[src/rtl/meb_busy_pkg.sv]
package meb_busy_pkg;
  // Depth select encoding on depth8_i
  typedef enum logic {
    DEPTH_FOUR  = 1'b0,
    DEPTH_EIGHT = 1'b1
  } depth_sel_e;

  localparam int unsigned DEPTH_SMALL   = 4;
  localparam int unsigned DEPTH_LARGE   = 8;
  localparam int unsigned STORAGE_LIMIT = 8;
endpackage

[src/rtl/meb_trig_counter.sv]
module meb_trig_counter #(
  parameter int unsigned CNT_W = 12
) (
  input  logic             clk,
  input  logic             rst_n,
  input  logic             trig_i,
  input  logic             mask_i,
  input  logic             clr_i,
  output logic [CNT_W-1:0] cnt_o
);
  logic [CNT_W-1:0] cnt_q;
  logic [CNT_W-1:0] cnt_d;
  logic             cnt_en;

  always_comb begin
    cnt_en = clr_i | (trig_i & ~mask_i);
    if (clr_i) cnt_d = '0;
    else       cnt_d = cnt_q + CNT_W'(1);
  end

  always_ff @(posedge clk or negedge rst_n) begin
    if (!rst_n)      cnt_q <= '0;
    else if (cnt_en) cnt_q <= cnt_d;
  end

  assign cnt_o = cnt_q;

  // an accepted trigger advances the count by one (with wrap)
  a_r1_step_one: assert property (@(posedge clk) disable iff (!rst_n)
    (trig_i && !mask_i && !clr_i) |=> (cnt_o == $past(cnt_o) + CNT_W'(1)));

  // a masked trigger leaves the count alone
  a_r6_masked_hold: assert property (@(posedge clk) disable iff (!rst_n)
    (trig_i && mask_i && !clr_i) |=> $stable(cnt_o));

  // event-count reset clears the count
  a_r9_count_clear: assert property (@(posedge clk) disable iff (!rst_n)
    clr_i |=> (cnt_o == '0));
endmodule

[src/rtl/meb_rx_track.sv]
module meb_rx_track #(
  parameter int unsigned N_RX  = 4,
  parameter int unsigned CNT_W = 12
) (
  input  logic                  clk,
  input  logic                  rst_n,
  input  logic                  clr_i,
  input  logic [N_RX*CNT_W-1:0] rx_count_i,
  input  logic [CNT_W-1:0]      trig_cnt_i,
  output logic [N_RX*CNT_W-1:0] lag_o,
  output logic [N_RX-1:0]       zero_o
);
  for (genvar k = 0; k < N_RX; k++) begin : g_rx
    logic [CNT_W-1:0] seen_q;
    logic [CNT_W-1:0] seen_d;

    always_comb begin
      if (clr_i) seen_d = '0;
      else       seen_d = rx_count_i[k*CNT_W +: CNT_W];
    end

    always_ff @(posedge clk or negedge rst_n) begin
      if (!rst_n) seen_q <= '0;
      else        seen_q <= seen_d;
    end

    // modulo 2^CNT_W distance from this receiver to the trigger count
    assign lag_o[k*CNT_W +: CNT_W] = trig_cnt_i - seen_q;
    assign zero_o[k]               = (seen_q == '0);
  end

  // all tracked counts are cleared in the same cycle
  a_r9_track_clear: assert property (@(posedge clk) disable iff (!rst_n)
    clr_i |=> (&zero_o));
endmodule

[src/rtl/meb_lag_select.sv]
module meb_lag_select #(
  parameter int unsigned N_RX  = 4,
  parameter int unsigned CNT_W = 12
) (
  input  logic [N_RX*CNT_W-1:0] lag_i,
  input  logic [N_RX-1:0]       enable_i,
  output logic [CNT_W-1:0]      max_lag_o,
  output logic                  any_en_o
);
  always_comb begin
    max_lag_o = '0;
    any_en_o  = 1'b0;
    for (int k = 0; k < N_RX; k++) begin
      if (enable_i[k]) begin
        any_en_o = 1'b1;
        if (lag_i[k*CNT_W +: CNT_W] > max_lag_o)
          max_lag_o = lag_i[k*CNT_W +: CNT_W];
      end
    end
  end
endmodule

[src/rtl/meb_busy_gen.sv]
module meb_busy_gen #(
  parameter int unsigned N_RX  = 4,
  parameter int unsigned CNT_W = 12
) (
  input  logic                  clk,
  input  logic                  rst_n,
  input  logic                  trig_i,
  input  logic                  evt_rst_i,
  input  logic [N_RX*CNT_W-1:0] rx_count_i,
  input  logic [N_RX-1:0]       rx_enable_i,
  input  logic                  depth8_i,
  input  logic                  mask_en_i,
  input  logic                  buf_full_i,
  input  logic                  link_rdy_i,
  output logic                  busy_o,
  output logic                  trig_mask_o,
  output logic [CNT_W-1:0]      trig_cnt_o
);
  import meb_busy_pkg::*;

  localparam logic [CNT_W-1:0] DEPTH_LO = CNT_W'(DEPTH_SMALL);
  localparam logic [CNT_W-1:0] DEPTH_HI = CNT_W'(DEPTH_LARGE);
  localparam logic [CNT_W-1:0] LIMIT    = CNT_W'(STORAGE_LIMIT);

  logic [CNT_W-1:0]      cnt;
  logic [N_RX*CNT_W-1:0] lags;
  logic [N_RX-1:0]       rx_zero;
  logic [CNT_W-1:0]      max_lag;
  logic                  any_en;
  logic [CNT_W-1:0]      depth;
  logic                  mask;
  logic                  busy_d;
  logic                  busy_q;

  meb_trig_counter #(.CNT_W(CNT_W)) u_counter (
    .clk    (clk),
    .rst_n  (rst_n),
    .trig_i (trig_i),
    .mask_i (mask),
    .clr_i  (evt_rst_i),
    .cnt_o  (cnt)
  );

  meb_rx_track #(.N_RX(N_RX), .CNT_W(CNT_W)) u_track (
    .clk        (clk),
    .rst_n      (rst_n),
    .clr_i      (evt_rst_i),
    .rx_count_i (rx_count_i),
    .trig_cnt_i (cnt),
    .lag_o      (lags),
    .zero_o     (rx_zero)
  );

  meb_lag_select #(.N_RX(N_RX), .CNT_W(CNT_W)) u_select (
    .lag_i     (lags),
    .enable_i  (rx_enable_i),
    .max_lag_o (max_lag),
    .any_en_o  (any_en)
  );

  always_comb begin
    depth  = (depth_sel_e'(depth8_i) == DEPTH_EIGHT) ? DEPTH_HI : DEPTH_LO;
    mask   = mask_en_i & (buf_full_i | ~link_rdy_i | (any_en & (max_lag >= LIMIT)));
    busy_d = any_en & (max_lag >= depth);
  end

  always_ff @(posedge clk or negedge rst_n) begin
    if (!rst_n) busy_q <= 1'b0;
    else        busy_q <= busy_d;
  end

  assign busy_o      = busy_q;
  assign trig_mask_o = mask;
  assign trig_cnt_o  = cnt;

  // no enabled receiver means no busy
  a_r5_none_enabled: assert property (@(posedge clk) disable iff (!rst_n)
    (rx_enable_i == '0) |=> !busy_o);

  // busy is only raised after a lag of at least the smaller depth
  a_r3_busy_needs_lag: assert property (@(posedge clk) disable iff (!rst_n)
    $rose(busy_o) |-> ($past(max_lag) >= DEPTH_LO));

  // masking disabled never masks
  a_r8_mask_off: assert property (@(posedge clk) disable iff (!rst_n)
    !mask_en_i |-> !trig_mask_o);
endmodule

[config.mk]
export PLATFORM = sky130hd
export DESIGN_NAME = meb_busy_gen
export DESIGN_NICKNAME = d
export VERILOG_FILES = /design/src/rtl/meb_busy_pkg.sv /design/src/rtl/meb_trig_counter.sv /design/src/rtl/meb_rx_track.sv /design/src/rtl/meb_lag_select.sv /design/src/rtl/meb_busy_gen.sv
export SDC_FILE = /design/constraint.sdc
export NUM_CORES = 1
export LEC_CHECK = 0
export ABC_AREA = 1
export BUFFER_PORTS_ARGS = -buffer_cell sky130_fd_sc_hd__buf_2
export CORE_ASPECT_RATIO = 0.75
export CORE_MARGIN = 4
export CORE_UTILIZATION = 30
export CTS_BUF_LIST = sky130_fd_sc_hd__clkbuf_8 sky130_fd_sc_hd__clkbuf_16
export CTS_CLUSTER_SIZE = 20
export DETAILED_ROUTE_END_ITERATION = 10
export MAX_ROUTING_LAYER = met4
export REMOVE_ABC_BUFFERS = 1
export SYNTH_ARGS = -nofsm -noshare
export SYNTH_HDL_FRONTEND = slang
export SYNTH_SLANG_ARGS = --single-unit
[constraint.sdc]
create_clock -name clk -period 8.11 [get_ports clk]
set_input_delay 1.622 -clock clk [delete_from_list [all_inputs] [get_ports clk]]
set_output_delay 1.622 -clock clk [all_outputs]
set_load 0.005 [all_outputs]
==> metrics.txt <==
WL/cell 13.8 µm; Core Region 21200 µm²; final WL 18900 µm; routed vias 6227; Fin Hold WS 0.705 ns; crit start category register; die height 135 µm; # diodes 0; row cnt 46; Reg2Reg Depth 46; relative slew slack 37.9%; io pins 74; post-synthesis sequential area ratio 23.5%; Post-route DRC 0; Pwr per Cell Area 142 nW/µm²; Max Root-Sink Buffers 2; Post-Syn Area 6480 µm²; GR Overflow Total 0; DR iter-0 viols 323; clock skew 0.00752 ns; Place WS 0.000594 ns; H-Tree Depth 3; Setup TNS 0 ns; clock power share 31.8%; leakage 4.59 nW; sequential fraction of design power 28.3%; Initial DRT Pass Iterations 7; register bit count reported by yosys 61; largest net degree at the start of global routing 62; CTS Buf Count 9; worst hold start u_counter.cnt_o[0]; Most Frequent Cell on Critical Path nand2_1; share of layout cells above drive strength 1 21.1%; Root Driver clkbuf_16; fin worst setup slack 0.306 ns; crit end category output pin; Tot GR Track Use 16.3%; status completed; # fillers 2340; Worst Path Arrival 6.18 ns; Avg Cell Area, Syn 6.64 µm²; vias in the first global route 5634; clock-pin slew on the worst setup and hold paths 0.06 ns; IO buf count 73; Final ANT Viol Nets 0; clk_lat worst skew 0.34 ns; Worst-Margin Slew 0.932 ns; yosys warns 0; Slowest-stage cell, CP dfrtp_1; most common cell after layout, fill and taps aside nand2_1; initial core utilization 30.6%; Slew Viols, Final 0; FF/Latch Area 1530 µm²; Psw 0.433 mW; Setup Viol. Count Final 0; final hold violations 0; post-route insts no fill 1374; Critical Path RT 6.49 ns; sw frac 38.2%; WHS Endpoint u_counter.cnt_o[0]; fin nets 1228; area grow syn2layout 23.5%; Chip Width 178 µm; final worst path period share 96.2%; Logic pwr share 39.9%; # clock sinks 61; DP Wirelength 15000 µm; Int Pwr 0.702 mW; reg2reg end u_counter.cnt_o[3]; most frequent cells in the layout nand2_1, inv_1, nor2_1; antenna violations before repair 0; critical path fanouts, max 9; VDD IR-drop max 0.0000954 V; Worst R2R Start u_counter.cnt_o[0]; fmax 128 MHz; DIE AREA 24000 µm²; Max-cap violations 0; Final GP Congestion 0.946; placed insts 1341; vias per inst 4.53; CP Class reg2out; worst reg2reg setup slack 1.67 ns; global-route wire length before repair 29800 µm; Cells on Worst Hold Path 3; area of the multi-input gates 4390 µm²; Worst Hold Class reg2reg; Mapped Cells 977; CP peak stage delay 0.40 ns; minimum period implied by the final worst setup slack 7.80 ns; post-synth cell types 40; CTS tree built
==> stage by stage <==
step	area, µm²	utilization [%]	power, mW
after global routing	8010	37.8	1.22
after CTS	7570	35.7	1.08
final	8010	37.8	1.14
after detailed placement	7270	34.3	0.710
after global placement	7270	34.3	0.707
after floorplan	6400	-	0.600
==> power groups by stage <==
stage	clock network (mW)	logic (mW)	registers, mW
3_5_place_dp	0	0.383	0.327
4_1_cts	0.372	0.391	0.322
5_1_grt	0.387	0.515	0.323
3_3_place_gp	0	0.380	0.327
6_report	0.362	0.453	0.321
2_1_floorplan	0	0.273	0.327
==> worst max-delay path, delay by kind of cell, from the launching register on <==
family	cells	cell delay (ns)
AND/OR/NAND/NOR	29	3.00
AO/OA/AOI/OAI	2	0.21
adder cells (fa/ha/maj)	5	1.44
buffers and inverters	7	0.78
flip-flops	1	0.40
==> worst max-delay path by stage <==
stage / start / to / slack [ns] / cells after the start
5_1_grt: u_counter.cnt_o[0] / trig_mask_o / -0.06 / 46
4_1_cts: u_counter.cnt_o[0] / trig_mask_o / 0.01 / 47
6_report: u_counter.cnt_o[0] / trig_mask_o / 0.31 / 43
3_3_place_gp: rx_enable_i[0] / trig_mask_o / 0.18 / 37
2_1_floorplan: rx_enable_i[0] / trig_mask_o / 0.80 / 39
3_5_place_dp: rx_enable_i[0] / trig_mask_o / 0.0006 / 35
==> final cells by class <==
type / instances / area share (%)
Clock buffer: 9 / 2.81
Timing Repair inverter: 1 / 0.0781
Tap cell: 288 / 4.50
Sequential cell: 61 / 19.1
Timing Repair Buffer: 105 / 7.76
Inverter: 215 / 10.2
Clock inverter: 7 / 0.656
Multi-Input combinational cell: 688 / 54.9
==> what timing repair did <==
item                       4_1_cts  5_1_grt
pin swaps                        2       21
gates resized for setup          7       78
setup endpoints to repair        1        1
hold endpoints to repair         0        0
hold buffers                     0        0
cloned                           0        2
setup buffers                    0       15
==> registers in the layout, summed over array words and instances, names as in the netlist <==
register             flops
u_track.g_rx.seen_q     48
u_counter.cnt_o         12
busy_o                   1
==> synth_stat cells, drive strengths merged <==
master / count / area (µm²)
a211oi: 1 / 7.51
a21o: 3 / 22.5
a21oi: 35 / 175
a31oi: 3 / 18.8
and2: 9 / 56.3
buf: 7 / 55.1
clkbuf: 7 / 26.3
clkinv: 1 / 3.75
dfrtp: 61 / 1530
fa: 4 / 80.1
ha: 83 / 1040
inv: 214 / 803
nand2: 249 / 980
nand3: 83 / 493
nand3b: 6 / 45.0
nand4: 25 / 163
nor2: 105 / 419
nor3: 7 / 35.0
o211ai: 1 / 7.51
o21a: 1 / 7.51
o21ai: 28 / 148
o21bai: 3 / 22.5
o41ai: 1 / 8.76
or2: 4 / 25.0
xnor2: 6 / 52.6
xor2: 30 / 263
==> per-layer routing <==
layer / track usage (%) / up-vias / wire [µm]
met5: - / - / 0
met4: 3.09 / 0 / 226
met3: 2.54 / 19 / 799
met2: 22.2 / 139 / 7380
met1: 25.2 / 2804 / 10500
li1: - / 3265 / -
==> kinds of logic after synthesis <==
| kind of cell | after synthesis | share of synthesized area [%] |
|---|---|---|
| AOI/OAI and AO/OA | 76 | 6.45 |
| DFF | 61 | 23.5 |
| xor gates and xnor gates | 36 | 4.86 |
| and+or+nand+nor | 488 | 34.2 |
| buffers and inverters | 229 | 13.7 |
| adders and majority gates | 87 | 17.3 |
Power figures use the tool's default switching activity.
